`src/rtl/i2c_irq_pkg.sv`:
```
// Package: word offsets of the interrupt bank register port.
// Assumes: clear offsets for source b sit at OFS_CLR_BASE + b.
package i2c_irq_pkg;
    localparam int unsigned OFS_MASK     = 0;
    localparam int unsigned OFS_MASKED   = 1;
    localparam int unsigned OFS_RAW      = 2;
    localparam int unsigned OFS_CAUSE    = 3;
    localparam int unsigned OFS_CLR_ALL  = 4;
    localparam int unsigned OFS_CLR_BASE = 5;
endpackage

```
`src/rtl/irq_src_latch.sv`:
```
// Module: one raw status cell. The LEVEL variant registers the input level
// and ignores clears. The sticky variant sets on a pulse and clears on clr.
// Assumes: evt has priority over clr in the same cycle.
module irq_src_latch #(
    parameter bit LEVEL = 1'b0
) (
    input  logic clk,
    input  logic rst_n,
    input  logic evt,
    input  logic clr,
    output logic q
);
    generate
        if (LEVEL) begin : g_level
            logic unused_clr;
            assign unused_clr = clr;
            // Track the threshold level one cycle late.
            always_ff @(posedge clk) begin
                if (!rst_n) q <= 1'b0;
                else        q <= evt;
            end
        end else begin : g_sticky
            // Hold until cleared; a new event beats a clear.
            always_ff @(posedge clk) begin
                if (!rst_n)   q <= 1'b0;
                else if (evt) q <= 1'b1;
                else if (clr) q <= 1'b0;
            end
        end
    endgenerate
endmodule

```
`src/rtl/irq_abort_cause.sv`:
```
// Module: accumulates abort-cause bits. Only the bits enabled in KEEP are stored.
// Assumes: new cause bits arriving with a clear are retained.
module irq_abort_cause #(
    parameter int unsigned        W    = 12,
    parameter logic [W-1:0]       KEEP = '1
) (
    input  logic         clk,
    input  logic         rst_n,
    input  logic [W-1:0] cause_in,
    input  logic         clr,
    output logic [W-1:0] cause_q
);
    logic [W-1:0] cause_kept;
    assign cause_kept = cause_in & KEEP;

    // OR new bits in; a clear drops the old bits only.
    always_ff @(posedge clk) begin
        if (!rst_n)   cause_q <= '0;
        else if (clr) cause_q <= cause_kept;
        else          cause_q <= cause_q | cause_kept;
    end
endmodule

```
`src/rtl/irq_reg_port.sv`:
```
// Module: register port decode. It produces the read-to-clear strobes and
// the mask write enable, and a registered read return.
// Assumes: a clear offset returns the raw view sampled before the clear.
module irq_reg_port
    import i2c_irq_pkg::*;
#(
    parameter int unsigned N_SRC    = 12,
    parameter int unsigned ADDR_W   = 5,
    parameter int unsigned ABRT_IDX = 6
) (
    input  logic              clk,
    input  logic              rst_n,
    input  logic              rd,
    input  logic              wr,
    input  logic [ADDR_W-1:0] addr,
    input  logic [N_SRC-1:0]  raw,
    input  logic [N_SRC-1:0]  mask,
    input  logic [N_SRC-1:0]  cause,
    output logic [N_SRC-1:0]  clr_vec,
    output logic              clr_cause,
    output logic              mask_we,
    output logic [N_SRC-1:0]  rdata_q,
    output logic              rvalid_q
);
    localparam int unsigned CLR_END = OFS_CLR_BASE + N_SRC;

    int unsigned  addr_i;
    logic         hit_all;
    logic [N_SRC-1:0] rd_sel;

    assign addr_i  = int'(addr);
    assign hit_all = rd && (addr_i == OFS_CLR_ALL);
    assign mask_we = wr && (addr_i == OFS_MASK);

    genvar b;
    generate
        for (b = 0; b < N_SRC; b++) begin : g_clr
            // Per-source clear strobe, or the global one.
            assign clr_vec[b] = hit_all || (rd && (addr_i == OFS_CLR_BASE + b));
        end
    endgenerate

    assign clr_cause = clr_vec[ABRT_IDX];

    // Select the read data for the addressed offset.
    always_comb begin
        if      (addr_i == OFS_MASK)   rd_sel = mask;
        else if (addr_i == OFS_MASKED) rd_sel = raw & mask;
        else if (addr_i == OFS_RAW)    rd_sel = raw;
        else if (addr_i == OFS_CAUSE)  rd_sel = cause;
        else if (addr_i >= OFS_CLR_ALL && addr_i < CLR_END) rd_sel = raw;
        else                           rd_sel = '0;
    end

    // Register the read return and its strobe.
    always_ff @(posedge clk) begin
        if (!rst_n) begin
            rdata_q  <= '0;
            rvalid_q <= 1'b0;
        end else begin
            rvalid_q <= rd;
            if (rd) rdata_q <= rd_sel;
        end
    end
endmodule

```
`src/rtl/i2c_irq_regbank.sv`:
```
// Module: I2C interrupt status and clear bank (top). Raw latches, the enable
// mask, abort-cause capture and a registered interrupt output.
// Assumes: event generation and bus fabric sit outside this block.
module i2c_irq_regbank #(
    parameter int unsigned           N_SRC     = 12,
    parameter int unsigned           ADDR_W    = 5,
    parameter int unsigned           ABRT_IDX  = 6,
    parameter logic [N_SRC-1:0]      LEVEL_SRC = 12'h014,
    parameter logic [N_SRC-1:0]      ABRT_KEEP = 12'hEBF,
    parameter logic [N_SRC-1:0]      MASK_RST  = '0
) (
    input  logic              clk,
    input  logic              rst_n,
    input  logic [N_SRC-1:0]  evt_in,
    input  logic [N_SRC-1:0]  abrt_cause_in,
    input  logic              reg_rd,
    input  logic              reg_wr,
    input  logic [ADDR_W-1:0] reg_addr,
    input  logic [N_SRC-1:0]  reg_wdata,
    output logic [N_SRC-1:0]  reg_rdata,
    output logic              reg_rvalid,
    output logic              irq
);
    logic [N_SRC-1:0] raw_q;
    logic [N_SRC-1:0] mask_q;
    logic [N_SRC-1:0] cause_q;
    logic [N_SRC-1:0] clr_vec;
    logic             clr_cause;
    logic             mask_we;

    genvar b;
    generate
        for (b = 0; b < N_SRC; b++) begin : g_src
            irq_src_latch #(.LEVEL(LEVEL_SRC[b])) u_latch (
                .clk (clk),
                .rst_n(rst_n),
                .evt (evt_in[b]),
                .clr (clr_vec[b]),
                .q   (raw_q[b])
            );
        end
    endgenerate

    irq_abort_cause #(.W(N_SRC), .KEEP(ABRT_KEEP)) u_cause (
        .clk     (clk),
        .rst_n   (rst_n),
        .cause_in(abrt_cause_in),
        .clr     (clr_cause),
        .cause_q (cause_q)
    );

    irq_reg_port #(.N_SRC(N_SRC), .ADDR_W(ADDR_W), .ABRT_IDX(ABRT_IDX)) u_port (
        .clk      (clk),
        .rst_n    (rst_n),
        .rd       (reg_rd),
        .wr       (reg_wr),
        .addr     (reg_addr),
        .raw      (raw_q),
        .mask     (mask_q),
        .cause    (cause_q),
        .clr_vec  (clr_vec),
        .clr_cause(clr_cause),
        .mask_we  (mask_we),
        .rdata_q  (reg_rdata),
        .rvalid_q (reg_rvalid)
    );

    // Mask register, written through the port.
    always_ff @(posedge clk) begin
        if (!rst_n)       mask_q <= MASK_RST;
        else if (mask_we) mask_q <= reg_wdata;
    end

    // Interrupt line: OR of the masked bits, registered.
    always_ff @(posedge clk) begin
        if (!rst_n) irq <= 1'b0;
        else        irq <= |(raw_q & mask_q);
    end
endmodule

```
`config.mk`:
```
export PLATFORM = sky130hd
export DESIGN_NAME = i2c_irq_regbank
export DESIGN_NICKNAME = d
export VERILOG_FILES = /design/src/rtl/i2c_irq_pkg.sv /design/src/rtl/irq_src_latch.sv /design/src/rtl/irq_abort_cause.sv /design/src/rtl/irq_reg_port.sv /design/src/rtl/i2c_irq_regbank.sv
export SDC_FILE = /design/constraint.sdc
export NUM_CORES = 1
export LEC_CHECK = 0
export ABC_AREA = 1
export BUFFER_PORTS_ARGS = -buffer_cell sky130_fd_sc_hd__buf_2
export CAP_MARGIN = 10
export CORE_ASPECT_RATIO = 1.2
export CORE_MARGIN = 4
export CORE_UTILIZATION = 30
export CTS_CLUSTER_DIAMETER = 30
export DETAILED_ROUTE_END_ITERATION = 16
export PLACE_DENSITY = 0.48
export SLEW_MARGIN = 10
export SYNTH_ARGS = -nofsm -noshare
export SYNTH_HDL_FRONTEND = slang
export SYNTH_SLANG_ARGS = --single-unit
```
`constraint.sdc`:
```
create_clock -name clk -period 2.5 [get_ports clk]
set_input_delay 0.125 -clock clk [delete_from_list [all_inputs] [get_ports clk]]
set_output_delay 0.125 -clock clk [all_outputs]
set_load 0.1 [all_outputs]
```
* Word-level counts from Yosys, hierarchy flattened
Index checks and enable logic that the tools add are counted.
Word-level totals: flip-flop bits (word level) 50, input bits 45, output and inout port bits 14
Cells by class: magnitude comparators 2, equal/unequal tests 14, muxes and demuxes 26, bitwise logic cells 3, reductions and logical operators 36
Operator list (count):
- $mux 12 | 6
- $eq 5x4->1 const B | 7
- $logic_not 32->1 | 1
- $mux 1 | 20
- $reduce_bool 2->1 | 10
- $eq 5x3->1 const B | 3
- $logic_and 1x1->1 | 13
- $and 12x12->12 | 1
- $or 12x12->12 | 1
- $reduce_or 12->1 | 1
- $eq 5x2->1 const B | 2
- $logic_or 1x1->1 | 10
- $eq 5x1->1 const B | 1
- $eq 5x5->1 const B | 1
- $ge 5x3->1 const B | 1
- $lt 5x5->1 const B | 1
- $reduce_or 2->1 | 1
- $not 1->1 | 1

* Depth between registers and ports, before layout
depth in word-level cells 7, gate-level depth with buffers 9

* By module
A second synthesis with hierarchy kept.
Second synthesis, totals: cell total of the unflattened synthesis 369, area total of the unflattened synthesis 2443.6 um^2
Modules (own cells, without submodules):
- irq_reg_port | instances 1, cells each 181, area an instance 1039.7 um^2
- i2c_irq_regbank | instances 1, cells each 77, area an instance 559.3 um^2
- irq_src_latch (g_src[0].u_latch ...) | instances 10, cells each 6, area an instance 43.8 um^2
- irq_abort_cause | instances 1, cells each 45, area an instance 351.6 um^2
- irq_src_latch (g_src[2].u_latch ...) | instances 2, cells each 3, area an instance 27.5 um^2

* Worst setup path after synthesis
No wires, ideal clock.
path kind register to register, start reg, netlist name u_port.rdata_q[2], end reg u_port.rdata_q[2], library setup time 0.067 ns, data arrival time 1.226 ns, data required time 2.433 ns, path slack 1.207 ns, stages on the path, launching flop included 3, cell sequence dfxtp_1 > nand2_1 > a21oi_2
RTL lines:
- end signal: assignment | line irq_reg_port.sv:62 | if (rd) rdata_q <= rd_sel;
- end: declaration | line irq_reg_port.sv:22 | output logic [N_SRC-1:0] rdata_q,

* Worst setup path after layout
start in reg_addr[3], end reg mask_q[5]
On the way: longest elaborated chain between the ends 2
RTL lines:
- start: declaration | line i2c_irq_regbank.sv:18 | input logic [ADDR_W-1:0] reg_addr,
- $logic_not 32->1 | line irq_reg_port.sv:33 | assign mask_we = wr && (addr_i == OFS_MASK);
- $logic_and 1x1->1 | line irq_reg_port.sv:33
- end signal: assignment | line i2c_irq_regbank.sv:71 | else if (mask_we) mask_q <= reg_wdata;
- end: declaration | line i2c_irq_regbank.sv:25 | logic [N_SRC-1:0] mask_q;
No other way between the ends. A chain may end at the register's enable or synchronous reset.

==> out/qor.yml <==
async_flop_share: 0
grt_setup_unrepaired: "false"
worstSetupEndpoint: "mask_q[5]"
synth_common_cells: "nand2_1, inv_1, dfxtp_1, a21oi_1, nand3_1"
ys_warn_count: 0
track_usage: 0.147
timing.final.crit_period_ps: 1370
cts_tree: "yes"
synth_top_area_share: 0.409
worst_hold_slack_ps: 31.9
end_kind: "register"
grt_pass1_wl_um: 10700
ir_worst_vdd_mv: 0.202
antenna_cells: 0
worstRegToRegCells: 6
yosysSeqAreaShare: 0.409
total_power_uw: 1560
syn_avg_cell_area_um2: 6.72
grt_max_degree: 24
hold_depth: 3
arrival_ps: 1550
h-tree-depth: 2
cts_inserted_buffers: 5
fin_util: 0.363
drtPass1Iterations: 4
cp_max_fo: 23
fin_crit_sh: 0.546
synth-edff-count: 0
setup_viol: 0
startpoint: "reg_addr[3]"
areaGrowthSynthToFinish_pct: 18.3
port_buffers: 56
r2r-start: "g_src[5].u_latch.q"
drt_iter0_drc: 90
start_util: 0.307
maxSlewHeadroom: 0.565
hpwlAfterDp_um: 4850
postCtsSetupBuffers: 0
placedInstanceArea_um2: 2670
die_h_um: 105
r2r_slack_ps: 1460
antenna_found_initial: 0
clkSlewWorstSetupHoldPaths_ps: 90
cts_root_buffer: "clkbuf_8"
drc_errors: 0
ios: 59
synthCells: 350
fmax_mhz: 732
path_class: "input port to register"
drive_gt1_frac: 0.199
die_w_um: 88.8
yosysMostFrequentCell: "nand2_1"
synth_fp_nets: 395
detail_route.wl_per_cell_um: 13.2
final_area_um2: 2780
worst_clock_skew_ps: 1.74
cts_buffer_depth: 2
gp_congestion: 0.822
dieArea_um2: 9320
vias: 2236
reg2reg_to: "u_port.rdata_q[5]"
drv_cap: 0
status: "complete, no violations"
synth.distinct_cells: 24
vias_per_cell: 4.52
synth-seq-cells: 48
overflow: 0
cp-start-kind: "input port"
p_leak_uw: 0.00151
power.density_nw_per_um2: 561
syn-cell-area_um2: 2350
synth_flop_cell: "dfxtp_1"
worstHoldPathType: "input port to register"
tightest_slew_ps: 652
insertion_delay_ps: 300
tns_ps: 0
yosys.area.top_type: "dfxtp_1"
finalHoldViolCount: 0
cts.sinks: 48
fin_nets: 447
synthTopCellsByArea: "dfxtp_1, nand2_1, inv_1, a21oi_1, nand3_1"
cp.required_ps: 2680
antenna_left: 0
fp-row-count: 35
routed_wl_um: 6530
drv_slew: 0
core_um2: 7660
grt_pass1_vias: 2228
-- flip-flops by register name, indices dropped and copies added (netlist names) --
name and count:
u_port.rdata_q 12, mask_q 12, u_port.rvalid_q 1, g_src.u_latch.q 12
irq 1, u_cause.cause_q 10
-- cell usage in the layout, fill, tap and decap left out --
master           n
nor2_4           5
clkbuf_8         6
nand3_1         21
nand2_2          3
a21oi_1         39
a31oi_1          1
dfxtp_1         48
nand3_2          1
dlygate4sd3_1    2
buf_4            1
nand4_1          5
o21bai_1         8
nor2_2           1
clkbuf_1         1
o21bai_2         2
inv_2            2
inv_1           56
o21ai_0         14
o21ai_1          2
buf_2           56
o31ai_1          1
nor2_1          10
nand2_1        115
a21oi_2          2
clkinvlp_4       1
-- cells by family (layout without fill, tap and decap cells) --
group	Yosys count	in the layout	synth area share
simple gates	161	161	0.296
buf+inv	72	125	0.129
compound gates	69	69	0.166
flops	48	48	0.409
-- worst max-delay path, cell delays in order --
cell     delay, ps
buf_2          120
nor2_1         190
nand2_2        110
nor2_4         300
nand2_2        340
o21ai_0        290
a21oi_1         60
-- report_power, final --
group	switching (µW)	total (µW)	internal, µW
clock	261	486	225
sequential	23.9	825	801
combinational	172	248	76.9
-- area by class of cell --
type	instances	area [µm²]
Tap cell	92	115
Clock inverter	1	7.51
Fill cell	869	4880
Inverter	58	218
Sequential cell	48	961
Timing Repair Buffer	59	308
Multi-Input combinational cell	230	1090
Clock buffer	7	86.3
-- layer usage --
metal / global-route usage / part of all wire / vias up
li1: - / - / 1194
met1: 0.186 / 0.45 / 997
met2: 0.250 / 0.49 / 39
met3: 0.0260 / 0.042 / 6
met4: 0.0432 / 0.016 / 0
met5: 0 / 0 / -
-- what timing repair did --
action	4_1_cts	5_1_grt
hold buffers	2	0
hold endpoints to repair	2	0
resized for setup	0	0
-- worst min path at each step --
stage                      startpoint                  end
finish                      evt_in[1]   g_src[1].u_latch.q
global route        abrt_cause_in[10]  u_cause.cause_q[10]
CTS                         evt_in[1]   g_src[1].u_latch.q
detailed placement          evt_in[2]   g_src[2].u_latch.q
global placement            evt_in[2]   g_src[2].u_latch.q
floorplan                   evt_in[2]   g_src[2].u_latch.q
-- through the flow --
step                setup WS [ps]  cells
floorplan                    1210    350
global placement              811    485
detailed placement            807    485
CTS                          1120    495
global route                  961    495
finish                       1130    495
Note: power is estimated with default switching activity, not from simulation.
